$ cat src/rtl/cq_pkg.sv
package cq_pkg;
  localparam int ERR_W   = 7;
  localparam int ERR_LSB = 24;
  localparam int RD_W    = 32;

  typedef enum logic [ERR_W-1:0] {
    CERR_NONE     = 7'd0,
    CERR_ILLEGAL  = 7'd1,
    CERR_ABORT    = 7'd2,
    CERR_ATC_SYNC = 7'd3
  } cq_err_e;

  typedef enum logic {
    SEL_PROD = 1'b0,
    SEL_CONS = 1'b1
  } cq_sel_e;
endpackage

$ cat src/rtl/cq_size_cfg.sv
module cq_size_cfg #(
  parameter int MAX_LOG2 = 19,
  parameter int SZ_W     = $clog2(MAX_LOG2 + 1),
  parameter int PTR_W    = MAX_LOG2 + 1
) (
  input  logic             clk,
  input  logic             rst_n,
  input  logic             cfg_wr,
  input  logic [SZ_W-1:0]  log2sz_i,
  output logic [SZ_W-1:0]  l2,
  output logic [PTR_W-1:0] wrap_bit,
  output logic [PTR_W-1:0] idx_mask,
  output logic [PTR_W-1:0] wim
);
  localparam logic [SZ_W-1:0] L2_CAP = SZ_W'(MAX_LOG2);

  always_ff @(posedge clk or negedge rst_n) begin
    if (!rst_n)      l2 <= '0;
    else if (cfg_wr) l2 <= (log2sz_i > L2_CAP) ? L2_CAP : log2sz_i;
  end

  always_comb begin
    wrap_bit = PTR_W'(1) << l2;
    idx_mask = wrap_bit - PTR_W'(1);
    // at the largest size the shift wraps to zero and the subtraction gives all ones
    wim      = (wrap_bit << 1) - PTR_W'(1);
  end
endmodule

$ cat src/rtl/cq_ptr.sv
module cq_ptr #(
  parameter int PTR_W = 20
) (
  input  logic             clk,
  input  logic             rst_n,
  input  logic             clr,
  input  logic             wr,
  input  logic [PTR_W-1:0] wdata,
  input  logic             inc,
  input  logic [PTR_W-1:0] wim,
  output logic [PTR_W-1:0] ptr
);
  always_ff @(posedge clk or negedge rst_n) begin
    if (!rst_n)   ptr <= '0;
    else if (clr) ptr <= '0;
    else if (wr)  ptr <= wdata & wim;
    else if (inc) ptr <= (ptr + PTR_W'(1)) & wim;
  end
endmodule

$ cat src/rtl/cq_entry_addr.sv
module cq_entry_addr #(
  parameter int ADDR_W      = 64,
  parameter int PTR_W       = 20,
  parameter int BASE_HI     = 52,
  parameter int BASE_LO     = 6,
  parameter int ENTRY_BYTES = 16
) (
  input  logic [ADDR_W-1:0] base,
  input  logic [PTR_W-1:0]  ptr,
  input  logic [PTR_W-1:0]  idx_mask,
  output logic [ADDR_W-1:0] addr
);
  localparam int ENTRY_SH = $clog2(ENTRY_BYTES);
  localparam logic [ADDR_W-1:0] BASE_MASK =
    ((ADDR_W'(1) << BASE_HI) - ADDR_W'(1)) & ~((ADDR_W'(1) << BASE_LO) - ADDR_W'(1));

  always_comb addr = (base & BASE_MASK) + (ADDR_W'(ptr & idx_mask) << ENTRY_SH);
endmodule

$ cat src/rtl/cq_ptr_mgr.sv
module cq_ptr_mgr
  import cq_pkg::*;
#(
  parameter int ADDR_W      = 64,
  parameter int MAX_LOG2    = 19,
  parameter int ENTRY_BYTES = 16,
  parameter int BASE_HI     = 52,
  parameter int BASE_LO     = 6,
  parameter int SZ_W        = $clog2(MAX_LOG2 + 1),
  parameter int PTR_W       = MAX_LOG2 + 1
) (
  input  logic              clk,
  input  logic              rst_n,
  input  logic              q_en,
  input  logic [ADDR_W-1:0] base_i,
  input  logic              cfg_wr,
  input  logic [SZ_W-1:0]   log2sz_i,
  output logic [SZ_W-1:0]   log2sz_o,
  input  logic              prod_inc,
  input  logic              cons_inc,
  input  logic              reg_wr,
  input  logic              reg_addr,
  input  logic [PTR_W-1:0]  reg_wdata,
  output logic [RD_W-1:0]   reg_rdata,
  input  logic              err_wr,
  input  logic [ERR_W-1:0]  err_code,
  output logic [ERR_W-1:0]  cmd_err,
  output logic              full,
  output logic              empty,
  output logic [ADDR_W-1:0] prod_addr,
  output logic [ADDR_W-1:0] cons_addr
);
  logic [PTR_W-1:0]  wrap_bit, idx_mask, wim;
  logic [PTR_W-1:0]  ptr_q [2];
  logic [ADDR_W-1:0] addr_w [2];
  logic [1:0]        inc_w;
  logic [ERR_W-1:0]  err_q;
  logic [PTR_W-1:0]  diff;

  cq_size_cfg #(.MAX_LOG2(MAX_LOG2), .SZ_W(SZ_W), .PTR_W(PTR_W)) u_size (
    .clk, .rst_n, .cfg_wr, .log2sz_i,
    .l2(log2sz_o), .wrap_bit, .idx_mask, .wim
  );

  assign inc_w = {cons_inc, prod_inc} & {2{q_en}};

  for (genvar s = 0; s < 2; s++) begin : g_side
    cq_ptr #(.PTR_W(PTR_W)) u_ptr (
      .clk, .rst_n, .clr(cfg_wr),
      .wr(reg_wr && (reg_addr == 1'(s))),
      .wdata(reg_wdata), .inc(inc_w[s]), .wim,
      .ptr(ptr_q[s])
    );
    cq_entry_addr #(
      .ADDR_W(ADDR_W), .PTR_W(PTR_W), .BASE_HI(BASE_HI),
      .BASE_LO(BASE_LO), .ENTRY_BYTES(ENTRY_BYTES)
    ) u_addr (
      .base(base_i), .ptr(ptr_q[s]), .idx_mask, .addr(addr_w[s])
    );
  end

  // error code is held apart from the consumer position so steps never reach it
  always_ff @(posedge clk or negedge rst_n) begin
    if (!rst_n)      err_q <= CERR_NONE;
    else if (err_wr) err_q <= err_code;
  end

  always_comb begin
    diff  = (ptr_q[SEL_PROD] ^ ptr_q[SEL_CONS]) & wim;
    full  = q_en && (diff == wrap_bit);
    empty = !q_en || (diff == '0);
  end

  always_comb begin
    reg_rdata = '0;
    if (reg_addr == SEL_CONS) begin
      reg_rdata[PTR_W-1:0]       = ptr_q[SEL_CONS];
      reg_rdata[ERR_LSB +: ERR_W] = err_q;
    end else begin
      reg_rdata[PTR_W-1:0] = ptr_q[SEL_PROD];
    end
  end

  assign cmd_err   = err_q;
  assign prod_addr = addr_w[SEL_PROD];
  assign cons_addr = addr_w[SEL_CONS];
endmodule

$ cat config.mk
export PLATFORM = sky130hd
export DESIGN_NAME = cq_ptr_mgr
export DESIGN_NICKNAME = d
export VERILOG_FILES = /design/src/rtl/cq_pkg.sv /design/src/rtl/cq_size_cfg.sv /design/src/rtl/cq_ptr.sv /design/src/rtl/cq_entry_addr.sv /design/src/rtl/cq_ptr_mgr.sv
export SDC_FILE = /design/constraint.sdc
export NUM_CORES = 1
export LEC_CHECK = 0
export ABC_CLOCK_PERIOD_IN_PS = 4400
export CORE_MARGIN = 5
export CORE_UTILIZATION = 25
export DETAILED_ROUTE_END_ITERATION = 7
export DONT_BUFFER_PORTS = 1
export GPL_TIMING_DRIVEN = 0
export PLACE_DENSITY_LB_ADDON = 0.08
export SKIP_LAST_GASP = 1
export SYNTH_ARGS = -nofsm -noshare
export SYNTH_HDL_FRONTEND = slang
export SYNTH_SLANG_ARGS = --single-unit
export TNS_END_PERCENT = 30
$ cat constraint.sdc
create_clock -name clk -period 4.4 [get_ports clk]
set_input_delay 0.22 -clock clk [delete_from_list [all_inputs] [get_ports clk]]
set_output_delay 0.22 -clock clk [all_outputs]
set_load 0.03 [all_outputs]
==> results.txt <==
Worst Clk Skew: 7.57 ps
Detail Placement HPWL: 29.9 mm
Yosys top cell by area: dfrtp_1
Initial antenna violation count: 1
Multi-input gate area: 0.00820 mm2
Relative slew slack: 0.111
YS warnings: 0
RSZ-0062 raised after global routing: true
IO Pins: 279
Fin cells: 1616
Total of max-cap violations: 0
Buffers on Ports: 0
Crit. End Element: output port
Pwr dens: 185 mW/mm2
Async S/R FF share, synth: 1.00
Die H: 189 um
DRT Wirelength: 38.1 mm
CTS tree: done
Final Hold Fails: 0
CTS Buf Count: 5
Vias per cell: 5.45
Status: finished with violations
Remaining DRCs: 0
Core area: 0.0316 mm2
Fin area: 0.0114 mm2
Overflow after GRT: 0
Final GP Congestion: 0.925
Peak-usage layer in the global routing report: met2
Placed cell count: 1559
Clock root cell: clkbuf_16
Chip Width: 189 um
Fillers: 3282
Nets: 1359
DR iter-0 viols: 570
Antenna viol nets, final: 0
Post-Syn Area per Cell: 7.15 um2
Critical Path RT: 4180 ps
Placed cell area: 0.00900 mm2
Worst-Margin Slew: 1330 ps
Fin crit period: 4730 ps
Syn Inst Count: 1123
Tightest Hold Check Type: in -> reg
Final Cycle Share: 1.07
All-Layer GR Usage: 0.199
EDFF count, synth: 0
Failing checks: setup timing
First-pass GRT wire length: 55.3 mm
Post-synth cell types: 77
Register area: 0.00131 mm2
Cell Area, Synth: 0.00803 mm2
Leakage: 4.49 nW
Worst Path Max Fanout: 7
Setup TNS: -15190 ps
Clock Latency Late Sink: 310 ps
Area contributors post-synth: dfrtp_1 (16%), xnor2_1 (7.3%), ha_1 (6.1%)
Full die area: 0.0358 mm2
First-pass detailed-route iteration total: 5
Sequential-to-total area share from yosys stat: 0.162
Largest net degree at the start of global routing: 53
Final setup fails: 76
Commonest cells in the netlist: nand2_1 (103), nor2_1 (95), o21ai_0 (79)
Peak Freq: 211 MHz
M2 GR Usage: 0.326
Initial core utilization: 0.254
Num rows: 65
CP arrival: 4510 ps
Worst-case clock buffer depth: 2
Layout area overhead: 42.1%
Most used flip-flop cell after synthesis: dfrtp_1
Fraction of layout cells with a size suffix above 1: 0.295
Seq cells post-synth: 52
# clock sinks: 52
Maximum vdd drop: 0.000164 V
Worst-path clk slew: 70 ps
Met3 Resource Use GR: 0.0350
CTS HTree Levels: 2
WS Path Type: reg -> out
Diodes inserted: 0
CP startpoint kind: flop
Vias: 8803
Setup ws final: -329 ps
Grt met1 use: 0.278
Pre-CTS setup slack: -1510 ps
Routed WL per cell: 23.6 um
Vias in the first global route: 8597
Most common cell in the netlist: nand2_1
Synth top area share: 0.162
Slew Limit Fails: 0
-- path summary, 6_finish.rpt --
kind / startpoint / to / slack [ps] / cells after the start
max in group asynchronous: rst_n / g_side[1].u_ptr.ptr[15] / 3680 / 2
worst max register to register: u_size.l2[3] / g_side[1].u_ptr.ptr[5] / 1530 / 13
worst max-delay path: u_size.l2[3] / cons_addr[26] / -330 / 18
worst min register to register: g_side[0].u_ptr.ptr[19] / g_side[0].u_ptr.ptr[19] / 620 / 1
min in group asynchronous: rst_n / g_side[1].u_ptr.ptr[1] / 450 / 2
worst min-delay path: log2sz_i[2] / u_size.l2[2] / 40 / 2
-- critical path: stages (launching register included) --
cell and delay (ps):
dfrtp_2 490, buf_6 150, or3_4 420, nor2_8 110
clkinvlp_4 120, ha_4 220, clkbuf_16 170, a22oi_2 310
buf_4 200, nor2b_4 60, ha_4 230, nor2b_4 130
o31a_1 280, o21ai_2 230, a21oi_2 110, o32a_4 460
clkbuf_16 210, nand3_4 110, xnor2_4 180
-- per-layer routing --
metal	share of wire	up-vias
li1	-	4161
met4	0.019	0
met5	0	-
met3	0.068	35
met2	0.46	333
met1	0.45	4274
-- what timing repair did --
action / CTS / global route
gates resized for setup: 218 / 94
setup endpoints to repair: 90 / 84
endpoints found under the hold margin: 52 / 0
hold buffers: 2 / 0
buffers inserted: 43 / 11
pin swaps: 67 / 63
cloned: 3 / 0
-- registers in the layout, indices dropped and copies added (netlist names) --
signal / cells
cmd_err: 7
g_side.u_ptr.ptr: 40
u_size.l2: 5
-- logic make-up after synthesis --
family                     Yosys count  share of synthesized area
adders and majority gates           41                     0.0657
xor gates and xnor gates           113                      0.123
muxes                               32                     0.0442
AOI/OAI and AO/OA                  299                      0.240
DFF                                 52                      0.162
other                                1                   0.000467
and+or+nand+nor                    445                      0.279
buffers and inverters              140                     0.0852
-- report_power, final --
part	internal (mW)	switching [mW]
Clock	0.269	0.212
Combinational	0.358	0.714
Sequential	0.502	0.0536
-- layout make-up --
type,count,share of cell area
buffer,103,0.0528
clock buffer,5,0.0110
clock inverter,3,0.00373
inverter,32,0.0119
multi-input combinational,965,0.718
sequential,52,0.115
tap,402,0.0441
timing repair buffer,54,0.0437
-- metrics by stage --
| stage | util | power, mW | hold WS [ps] |
|---|---|---|---|
| final | 0.361 | 2.11 | 38.5 |
| after floorplan | - | 1.23 | -75.6 |
| after detailed placement | 0.284 | 1.44 | -73.3 |
| after CTS | 0.340 | 2.08 | 31.2 |
| after global routing | 0.361 | 2.21 | 33.1 |
| after global placement | 0.284 | 1.44 | -73.5 |
-- layout by cell type, fill, tap and decap left out, drive strengths merged, types with 6 or more instances in the layout --
cell and instances:
nand4 24, buf 101, a21oi 74, clkbuf 60
nand3 48, nand2 103, a22oi 9, nor4 16
nor3 35, nor2b 25, o21ai 82, nand2b 12
o21a 11, conb 35, mux2 28, or3 8
ha 39, a21o 12, and3 23, xnor2 67
a31oi 9, dfrtp 52, o31ai 29, a211oi 12
xor2 46, nor2 96, or2 6, and2 32
inv 30
No activity file was read; power rests on OpenSTA's default activity.
